**src/rtl/pclk_slot_pkg.sv**
```systemverilog
package pclk_slot_pkg;

  typedef enum logic [1:0] {
    GM_OFF   = 2'd0,
    GM_ON    = 2'd1,
    GM_IDLE  = 2'd2,
    GM_SLEEP = 2'd3
  } gate_mode_e;

  localparam int          NUM_SRC  = 4;
  localparam int          SRC_W    = 3;
  localparam logic [2:0]  SRC_BASE = 3'd2;

  localparam int MODE_LSB = 0;
  localparam int REL_BIT  = 2;
  localparam int HOLD_BIT = 3;
  localparam int SRC_LSB  = 4;
  localparam int DIV_LSB  = 8;

endpackage

```
**src/rtl/pclk_cfg_reg.sv**
```systemverilog
module pclk_cfg_reg
  import pclk_slot_pkg::*;
#(
  parameter int   REG_W   = 32,
  parameter int   DIV_W   = 8,
  parameter logic PRESENT = 1'b1
) (
  input  logic              clk,
  input  logic              rst,
  input  logic              we,
  input  logic [REG_W-1:0]  wdata,
  output logic [1:0]        mode_q,
  output logic              rel_q,
  output logic              hold_q,
  output logic [SRC_W-1:0]  src_q,
  output logic [DIV_W-1:0]  div_q,
  output logic [REG_W-1:0]  rdata
);

  localparam int PRES_BIT = REG_W - 1;

  always_ff @(posedge clk) begin
    if (rst) begin
      mode_q <= '0;
      rel_q  <= 1'b0;
      hold_q <= 1'b0;
      src_q  <= '0;
      div_q  <= '0;
    end else if (we) begin
      mode_q <= wdata[MODE_LSB +: 2];
      rel_q  <= wdata[REL_BIT];
      hold_q <= wdata[HOLD_BIT];
      // mux and divider only move while the clock is gated off
      if (mode_q == GM_OFF) begin
        src_q <= wdata[SRC_LSB +: SRC_W];
        div_q <= wdata[DIV_LSB +: DIV_W];
      end
    end
  end

  always_comb begin
    rdata                      = '0;
    rdata[MODE_LSB +: 2]       = mode_q;
    rdata[REL_BIT]             = rel_q;
    rdata[HOLD_BIT]            = hold_q;
    rdata[SRC_LSB +: SRC_W]    = src_q;
    rdata[DIV_LSB +: DIV_W]    = div_q;
    rdata[PRES_BIT]            = PRESENT;
  end

  // reset empties the writable fields
  p_reset_clear_r1: assert property (@(posedge clk)
    rst |=> (mode_q == GM_OFF && !rel_q && !hold_q && src_q == '0 && div_q == '0));

  // source and divider frozen while mode is nonzero
  p_src_locked_r8: assert property (@(posedge clk) disable iff (rst)
    (mode_q != GM_OFF) |=> ($stable(src_q) && $stable(div_q)));

endmodule

```
**src/rtl/pclk_lp_gate.sv**
```systemverilog
module pclk_lp_gate
  import pclk_slot_pkg::*;
(
  input  logic       clk,
  input  logic       rst,
  input  logic [1:0] mode,
  input  logic       hold,
  input  logic       sleep_req,
  input  logic       deep_req,
  input  logic       idle,
  output logic       gate_on,
  output logic       stall,
  output logic       ack
);

  logic lp_any;
  logic lp_eff;
  logic need_stall;
  logic gate_nxt;

  always_comb begin
    lp_any = sleep_req | deep_req;
    unique case (mode)
      GM_IDLE:  lp_eff = lp_any;
      GM_SLEEP: lp_eff = deep_req | (sleep_req & ~hold);
      default:  lp_eff = 1'b0;
    endcase
    need_stall = lp_eff & ~idle;
    unique case (mode)
      GM_OFF:   gate_nxt = 1'b0;
      GM_ON:    gate_nxt = 1'b1;
      GM_IDLE:  gate_nxt = ~idle;
      default:  gate_nxt = ~(lp_eff & idle);
    endcase
  end

  always_ff @(posedge clk) begin
    if (rst) begin
      gate_on <= 1'b0;
      stall   <= 1'b0;
      ack     <= 1'b0;
    end else begin
      gate_on <= gate_nxt;
      stall   <= need_stall;
      ack     <= lp_any & ~need_stall;
    end
  end

  // mode 0 keeps the gate closed
  p_off_gated_r2: assert property (@(posedge clk) disable iff (rst)
    (mode == GM_OFF) |=> !gate_on);

  // mode 1 keeps the gate open with no stall
  p_on_running_r3: assert property (@(posedge clk) disable iff (rst)
    (mode == GM_ON) |=> (gate_on && !stall));

  // busy peripheral under a request stalls in mode 2
  p_busy_stall_r4: assert property (@(posedge clk) disable iff (rst)
    (mode == GM_IDLE && (sleep_req || deep_req) && !idle) |=> stall);

  // plain sleep with keep-in-sleep neither gates nor stalls
  p_hold_sleep_r6: assert property (@(posedge clk) disable iff (rst)
    (mode == GM_SLEEP && hold && sleep_req && !deep_req) |=> (gate_on && !stall));

  // idle seen releases the stall next cycle
  p_idle_unstall_r7: assert property (@(posedge clk) disable iff (rst)
    idle |=> !stall);

  // stall and acknowledge never together
  p_stall_ack_excl_r7: assert property (@(posedge clk) disable iff (rst)
    !(stall && ack));

endmodule

```
**src/rtl/pclk_fclk_div.sv**
```systemverilog
module pclk_fclk_div
  import pclk_slot_pkg::*;
#(
  parameter int DIV_W = 8
) (
  input  logic               clk,
  input  logic               rst,
  input  logic               clr,
  input  logic               gate_on,
  input  logic [SRC_W-1:0]   src,
  input  logic [DIV_W-1:0]   div,
  input  logic [NUM_SRC-1:0] src_ticks,
  output logic               fclk_en
);

  logic [NUM_SRC-1:0] hit;
  logic               sel_tick;
  logic [DIV_W-1:0]   cnt;

  for (genvar g = 0; g < NUM_SRC; g++) begin : g_src
    localparam logic [SRC_W-1:0] CODE = SRC_W'(SRC_BASE + g);
    assign hit[g] = src_ticks[g] & (src == CODE);
  end

  assign sel_tick = |hit;

  always_ff @(posedge clk) begin
    if (rst || clr) begin
      cnt     <= '0;
      fclk_en <= 1'b0;
    end else if (gate_on && sel_tick) begin
      if (cnt == div) begin
        cnt     <= '0;
        fclk_en <= 1'b1;
      end else begin
        cnt     <= cnt + DIV_W'(1);
        fclk_en <= 1'b0;
      end
    end else begin
      fclk_en <= 1'b0;
    end
  end

  // a pulse needs a gated, selected tick one cycle earlier
  p_fclk_gated_r10: assert property (@(posedge clk) disable iff (rst)
    fclk_en |-> $past(gate_on && sel_tick));

  // unmapped source codes yield no functional clock
  p_unknown_src_r9: assert property (@(posedge clk) disable iff (rst)
    (src < SRC_BASE || src > SRC_W'(SRC_BASE + NUM_SRC - 1)) |=> !fclk_en);

endmodule

```
**src/rtl/pclk_slot_ctrl.sv**
```systemverilog
module pclk_slot_ctrl
  import pclk_slot_pkg::*;
#(
  parameter int   REG_W   = 32,
  parameter int   DIV_W   = 8,
  parameter logic PRESENT = 1'b1
) (
  input  logic               clk,
  input  logic               rst,
  input  logic               cfg_we,
  input  logic [REG_W-1:0]   cfg_wdata,
  output logic [REG_W-1:0]   cfg_rdata,
  input  logic [NUM_SRC-1:0] src_ticks,
  input  logic               sleep_req,
  input  logic               deep_req,
  input  logic               periph_idle,
  output logic               clk_gate_on,
  output logic               fclk_en,
  output logic               periph_rst_n,
  output logic               lp_stall,
  output logic               lp_ack
);

  logic [1:0]       mode_q;
  logic             rel_q;
  logic             hold_q;
  logic [SRC_W-1:0] src_q;
  logic [DIV_W-1:0] div_q;

  pclk_cfg_reg #(
    .REG_W   (REG_W),
    .DIV_W   (DIV_W),
    .PRESENT (PRESENT)
  ) u_cfg (
    .clk    (clk),
    .rst    (rst),
    .we     (cfg_we),
    .wdata  (cfg_wdata),
    .mode_q (mode_q),
    .rel_q  (rel_q),
    .hold_q (hold_q),
    .src_q  (src_q),
    .div_q  (div_q),
    .rdata  (cfg_rdata)
  );

  pclk_lp_gate u_gate (
    .clk       (clk),
    .rst       (rst),
    .mode      (mode_q),
    .hold      (hold_q),
    .sleep_req (sleep_req),
    .deep_req  (deep_req),
    .idle      (periph_idle),
    .gate_on   (clk_gate_on),
    .stall     (lp_stall),
    .ack       (lp_ack)
  );

  pclk_fclk_div #(
    .DIV_W (DIV_W)
  ) u_div (
    .clk       (clk),
    .rst       (rst),
    .clr       (mode_q == GM_OFF),
    .gate_on   (clk_gate_on),
    .src       (src_q),
    .div       (div_q),
    .src_ticks (src_ticks),
    .fclk_en   (fclk_en)
  );

  // reset release bit drives the peripheral reset directly
  assign periph_rst_n = rel_q;

endmodule

```
**config.mk**
```make
export PLATFORM = sky130hd
export DESIGN_NAME = pclk_slot_ctrl
export DESIGN_NICKNAME = d
export VERILOG_FILES = /design/src/rtl/pclk_slot_pkg.sv /design/src/rtl/pclk_cfg_reg.sv /design/src/rtl/pclk_lp_gate.sv /design/src/rtl/pclk_fclk_div.sv /design/src/rtl/pclk_slot_ctrl.sv
export SDC_FILE = /design/constraint.sdc
export NUM_CORES = 1
export LEC_CHECK = 0
export CORE_AREA = 4 4 81 64
export CTS_CLUSTER_DIAMETER = 150
export DETAILED_ROUTE_END_ITERATION = 10
export DIE_AREA = 0 0 85 68
export PLACE_DENSITY = 0.87
export SLEW_MARGIN = 20
export SYNTH_ARGS = -nofsm -noshare
export SYNTH_HDL_FRONTEND = slang
export SYNTH_HIERARCHICAL = 1
export SYNTH_SLANG_ARGS = --single-unit
```
**constraint.sdc**
```tcl
create_clock -name clk -period 1.8 [get_ports clk]
set_input_delay 0.54 -clock clk [delete_from_list [all_inputs] [get_ports clk]]
set_output_delay 0.54 -clock clk [all_outputs]
set_load 0.02 [all_outputs]
```
Yosys cells after proc, flatten, opt, wreduce, memory -nomap -nowiden
Index checks and enable logic that the tools add are counted.
{ "word_totals": {"regBits": 27, "input_bits": 42, "wordCells": 44} }
{ "op_classes": {"addsub": 1, "n_eq_ne": 8, "mux": 4, "n_bitwise": 15, "n_reduce_logical": 6} }
{ "op_table": {"columns": ["operator", "n"], "rows": [
  ["$add A8 B1 Y8 const B", 1],
  ["$and A1 B1 Y1", 8],
  ["$eq A8 B8 Y1", 1],
  ["$mux W8", 1],
  ["$eq A3 B2 Y1 const B", 2],
  ["$eq A3 B3 Y1 const B", 2],
  ["$not A1 Y1", 5],
  ["$eq A2 B2 Y1 const B", 2],
  ["$reduce_or A4 Y1", 1],
  ["$pmux W1 S3", 1],
  ["$eq A2 B1 Y1 const B", 1],
  ["$logic_not A2 Y1", 1],
  ["$or A1 B1 Y1", 2],
  ["$pmux W1 S2", 1],
  ["$reduce_and A2 Y1", 1],
  ["$reduce_or A2 Y1", 1],
  ["$logic_and A1 B1 Y1", 1],
  ["$logic_or A1 B1 Y1", 1],
  ["$mux W1", 1]
]} }

Longest topological paths before layout
{ "logic_depth": {"word_depth": 7, "mapped_depth": 6, "ltp_nobuf": 5} }

Hierarchy
The synthesis kept the hierarchy.
{ "modules_own_cells": {"columns": ["mod", "n_inst", "cells_per_inst", "area_each_um2", "seq_area_each_um2"], "rows": [
  ["pclk_cfg_reg", 1, 95, 899.6, 300.3],
  ["pclk_fclk_div", 1, 76, 758.2, 180.2],
  ["pclk_lp_gate", 1, 14, 131.4, 60.1],
  ["pclk_slot_ctrl", 1, 1, 3.8, 0.0]
]} }

Least setup slack after synthesis
OpenSTA, ideal clock, no wires.
{ "synth_path": {"path_kind": "register to register", "start": "register u_cfg.src_q[0]", "end": "register u_div.cnt[3]", "setup_ps": 135, "arrival_ps": 1333, "path_slack_ps": 333, "stages_incl_launch_ff": 7, "n_path_buf": 2, "period_less_slack_ps": 1467, "cell_sequence": "dfxtp_1 > buf_4 > mux2i_1 > o22ai_4 > buf_6 > o211ai_1 > o221ai_1"} }
{ "synth_via": {"elab_chain_cells": 4} }
{ "synth_rtl": {"columns": ["element", "line_no", "rtl"], "rows": [
  ["start, declared", "pclk_cfg_reg.sv:15", "output logic [SRC_W-1:0] src_q,"],
  ["start signal, assigned", "pclk_cfg_reg.sv:35", "src_q <= wdata[SRC_LSB +: SRC_W];"],
  ["$eq A3 B2 Y1 or $eq A3 B3 Y1 (tied branches)", "pclk_fclk_div.sv:22", "assign hit[g] = src_ticks[g] & (src == CODE);"],
  ["$and A1 B1 Y1", "pclk_fclk_div.sv:22", null],
  ["$reduce_or A4 Y1 *", "pclk_fclk_div.sv:25", "assign sel_tick = |hit;"],
  ["$logic_and A1 B1 Y1 *", "pclk_fclk_div.sv:31", "end else if (gate_on && sel_tick) begin"],
  ["end signal, assigned", "pclk_fclk_div.sv:36", "cnt <= cnt + DIV_W'(1);"],
  ["end, declared", "pclk_fclk_div.sv:18", "logic [DIV_W-1:0] cnt;"]
]} }
Mark *: on every way between the ends. The rest lies on a longest branch, timed or not.
A chain may end at the register's enable or synchronous reset.

Final worst setup path
{ "layout_path": {"start": "register u_cfg.div_q[4]", "end": "output port cfg_rdata[12]"} }
{ "layout_rtl": {"columns": ["element", "line_no", "rtl"], "rows": [
  ["start, declared", "pclk_cfg_reg.sv:16", "output logic [DIV_W-1:0] div_q,"],
  ["start signal, assigned", "pclk_cfg_reg.sv:36", "div_q <= wdata[DIV_LSB +: DIV_W];"],
  ["end, declared", "pclk_slot_ctrl.sv:12", "output logic [REG_W-1:0] cfg_rdata,"]
]} }
No word-level cell between the ends.

==> results.md <==
* Via count at 1324
* Sequential area share after synthesis at 30.1%
* CP Launch Type: flop
* Max incr delay on CP at 600 ps
* Delay-heaviest family, CP: buffers and inverters
* Switch Pwr at 407 µW
* Synthesized cell area at 1790 µm²
* Fillers at 411
* Worst min path class: reg2reg
* Leak Pwr at 0.000910 µW
* GR Util met1 at 17.6%
* Arrival @ worst endpoint at 1210 ps
* Clock share of power at 25.3%
* Switching portion of total power at 29.8%
* Largest net degree at the start of global routing at 18
* Clock transition at path regs at 90 ps
* Max-slew violations at 0
* Share of cells above drive strength 1 at 13.2%
* N_diodes at 0
* Crit Path Category: reg2out
* RSZ-0062 raised after global routing: false
* CP endpoint kind: output port
* Minimum clock period at 1750 ps
* Worst Skew at 2.28 ps
* Core box area at 4390 µm²
* Post-synth top flop: dfxtp_1
* Bufs on Longest Clock Path at 2
* Clk Latency, worst-skew pair at 270 ps
* Final hold slack at 519 ps
* EDFF count, synth at 0
* Post-DR wirelength/cell at 13.0 µm
* GRT met2 Usage at 20.9%
* Gr usage total at 12.9%
* TritonCTS clock tree: built
* P&R area growth vs syn at 23.2%
* Antenna violations before repair at 0
* Ys async rst share at 0%
* Req. time, crit path at 1260 ps
* Fin crit share at 97.4%
* Final hold vios at 0
* I/O Pins at 79
* Antenna-violating nets left at 0
* H-Tree Depth at 1
* Clock Sinks at 27
* DRT Pass-1 Iters at 4
* Final Setup Violations at 0
* M3 GR Usage at 2.53%
* Synth Register Bits at 27
* DP Wirelength at 2760 µm
* Gr ovfl total at 0
* Synth Area per Inst at 9.64 µm²
* Worst VDD drop at 0.247 mV
* Die Area at 5780 µm²
* Total CTS buffers at 3
* Vias per cell at 4.78
* Netlist cell types at 37
* Max frequency at 0.570 GHz
* Max-cap check violation count at 0
* DR iter-0 viols at 182
* Post-CTS setup buffers at 0
* Worst Reg-to-Reg Cells at 6
* Synth warn at 6
* Internal at 957 µW
* Routed WL at 3590 µm
* Number of global-route vias before repair at 1234
* Die width at 85 µm
* Starting Density at 40.9%
* Critical path's slowest cell: clkdlybuf4s50_1
* Buffers on Ports at 44
* Synthesized netlist cell count at 186
* Pwr Total at 1360 µW
* Critical path depth at 1
* R2R setup slack at 320 ps
* Row count at 21
* Final GP Congestion at 0.899
* First-pass GRT wire length at 5950 µm
* Worst Path Buf+Inv at 1
* DRC viols at 0
* Logic pwr share at 27.4%
* Root Buffer: clkbuf_8
* Busiest layer in global routing: met2
* Status: finished, final reports clean
* Die height at 68 µm
* Pwr Density at 617 nW/µm²
* Worst path cell trace: clkdlybuf4s50_1
* Nets at 264
* Reg power frac at 47.3%
* Cells on Worst Hold Path at 2
* CP Max Fanout at 2
final cells by class:
| cell class | count | area [µm²] | area share [%] |
|---|---|---|---|
| flip-flops and latches | 27 | 541 | 24.5 |
| inverters | 3 | 11.3 | 0.510 |
| well taps | 57 | 71.3 | 3.23 |
| repair buffers | 56 | 558 | 25.3 |
| clock buffers | 4 | 45.0 | 2.04 |
| multi-input cells | 130 | 983 | 44.5 |
state kept, by name, summed over array words and instances, names as in the netlist, 2 cells and up:
name	cells
u_cfg/src_q	3
u_div/cnt	8
u_cfg/div_q	8
u_cfg/mode_q	2
kinds of logic after synthesis:
group	count (synthesis)	synth area share, %
xor+xnor	8	7.47
simple gates	63	22.5
buf+inv	44	18.1
fa+ha+maj	1	0.698
mux	17	9.49
compound gates	24	11.2
flops	27	30.1
other cells	2	0.419
routing by layer:
metal / vias up / wire length, µm
met5: - / 0
met2: 44 / 1690
met3: 2 / 239
met1: 613 / 1640
met4: 0 / 27
li1: 665 / -
cell usage after synthesis, types with 4 or more instances:
| cell type | count | area share (%) |
|---|---|---|
| buf_4 | 32 | 13 |
| dfxtp_1 | 27 | 30 |
| nand2b_1 | 24 | 8.4 |
| mux2i_1 | 17 | 9.5 |
| o211ai_1 | 11 | 4.6 |
| nand2_1 | 8 | 1.7 |
| nor2_1 | 8 | 1.7 |
| xnor2_2 | 6 | 5.4 |
| buf_6 | 5 | 3.1 |
| o221ai_1 | 5 | 2.4 |
| nand3_1 | 4 | 1.1 |
layout by cell type, fill, tap and decap left out, types with 2 or more instances in the layout:
master / synthesis / routed
buf_4: 32 / 10
nor4_1: 3 / 3
o221ai_1: 5 / 5
dfxtp_1: 27 / 27
inv_1: 3 / 3
nand4_4: 2 / 2
nand3_1: 4 / 4
nand2b_1: 24 / 24
dlygate4sd2_1: 0 / 10
a21oi_1: 3 / 3
mux2i_1: 17 / 17
o211ai_1: 11 / 11
nand2_1: 8 / 8
nor2_1: 8 / 8
xnor2_2: 6 / 6
buf_12: 0 / 2
clkdlybuf4s50_1: 0 / 28
nand3b_1: 3 / 3
dlymetal6s2s_1: 0 / 6
nor3_1: 3 / 3
conb_1: 2 / 17
clkbuf_8: 0 / 3
path summary, 6_finish.rpt:
check | endpoint | start
worst max register to register | u_div/cnt[7]$_SDFFE_PP0P_ | u_cfg/mode_q[1]$_SDFFE_PP0P_
worst max-delay path | cfg_rdata[12] | u_cfg/div_q[4]$_SDFFE_PP0P_
worst min-delay path | u_cfg/div_q[1]$_SDFFE_PP0P_ | u_cfg/div_q[1]$_SDFFE_PP0P_
worst min register to register | u_cfg/div_q[1]$_SDFFE_PP0P_ | u_cfg/div_q[1]$_SDFFE_PP0P_
per-stage QoR:
| stage | setup TNS, ps | instance area [µm²] | utilization (%) | setup WS [ps] | cells |
|---|---|---|---|---|---|
| 2_1_floorplan | 0 | 1850 | - | 333 | 201 |
| 3_3_place_gp | -53.5 | 2160 | 49.3 | -15.6 | 273 |
| 3_5_place_dp | -309 | 2160 | 49.3 | -58.9 | 273 |
| 4_1_cts | 0 | 2190 | 50.0 | 6.95 | 277 |
| 5_1_grt | 0 | 2210 | 50.4 | 10.3 | 277 |
| 6_report | 0 | 2210 | 50.4 | 47.0 | 277 |
power groups by stage:
stage	combinational, µW	clock (µW)	sequential (µW)
2_1_floorplan	265	0	673
3_3_place_gp	379	0	659
3_5_place_dp	386	0	660
4_1_cts	377	362	646
5_1_grt	402	374	650
6_report	374	344	645
timing repair:
action	in CTS	in global routing
hold buffers	0	0
setup endpoints to repair	10	6
gates resized for setup	10	6
(Power assumes the default switching activity.)
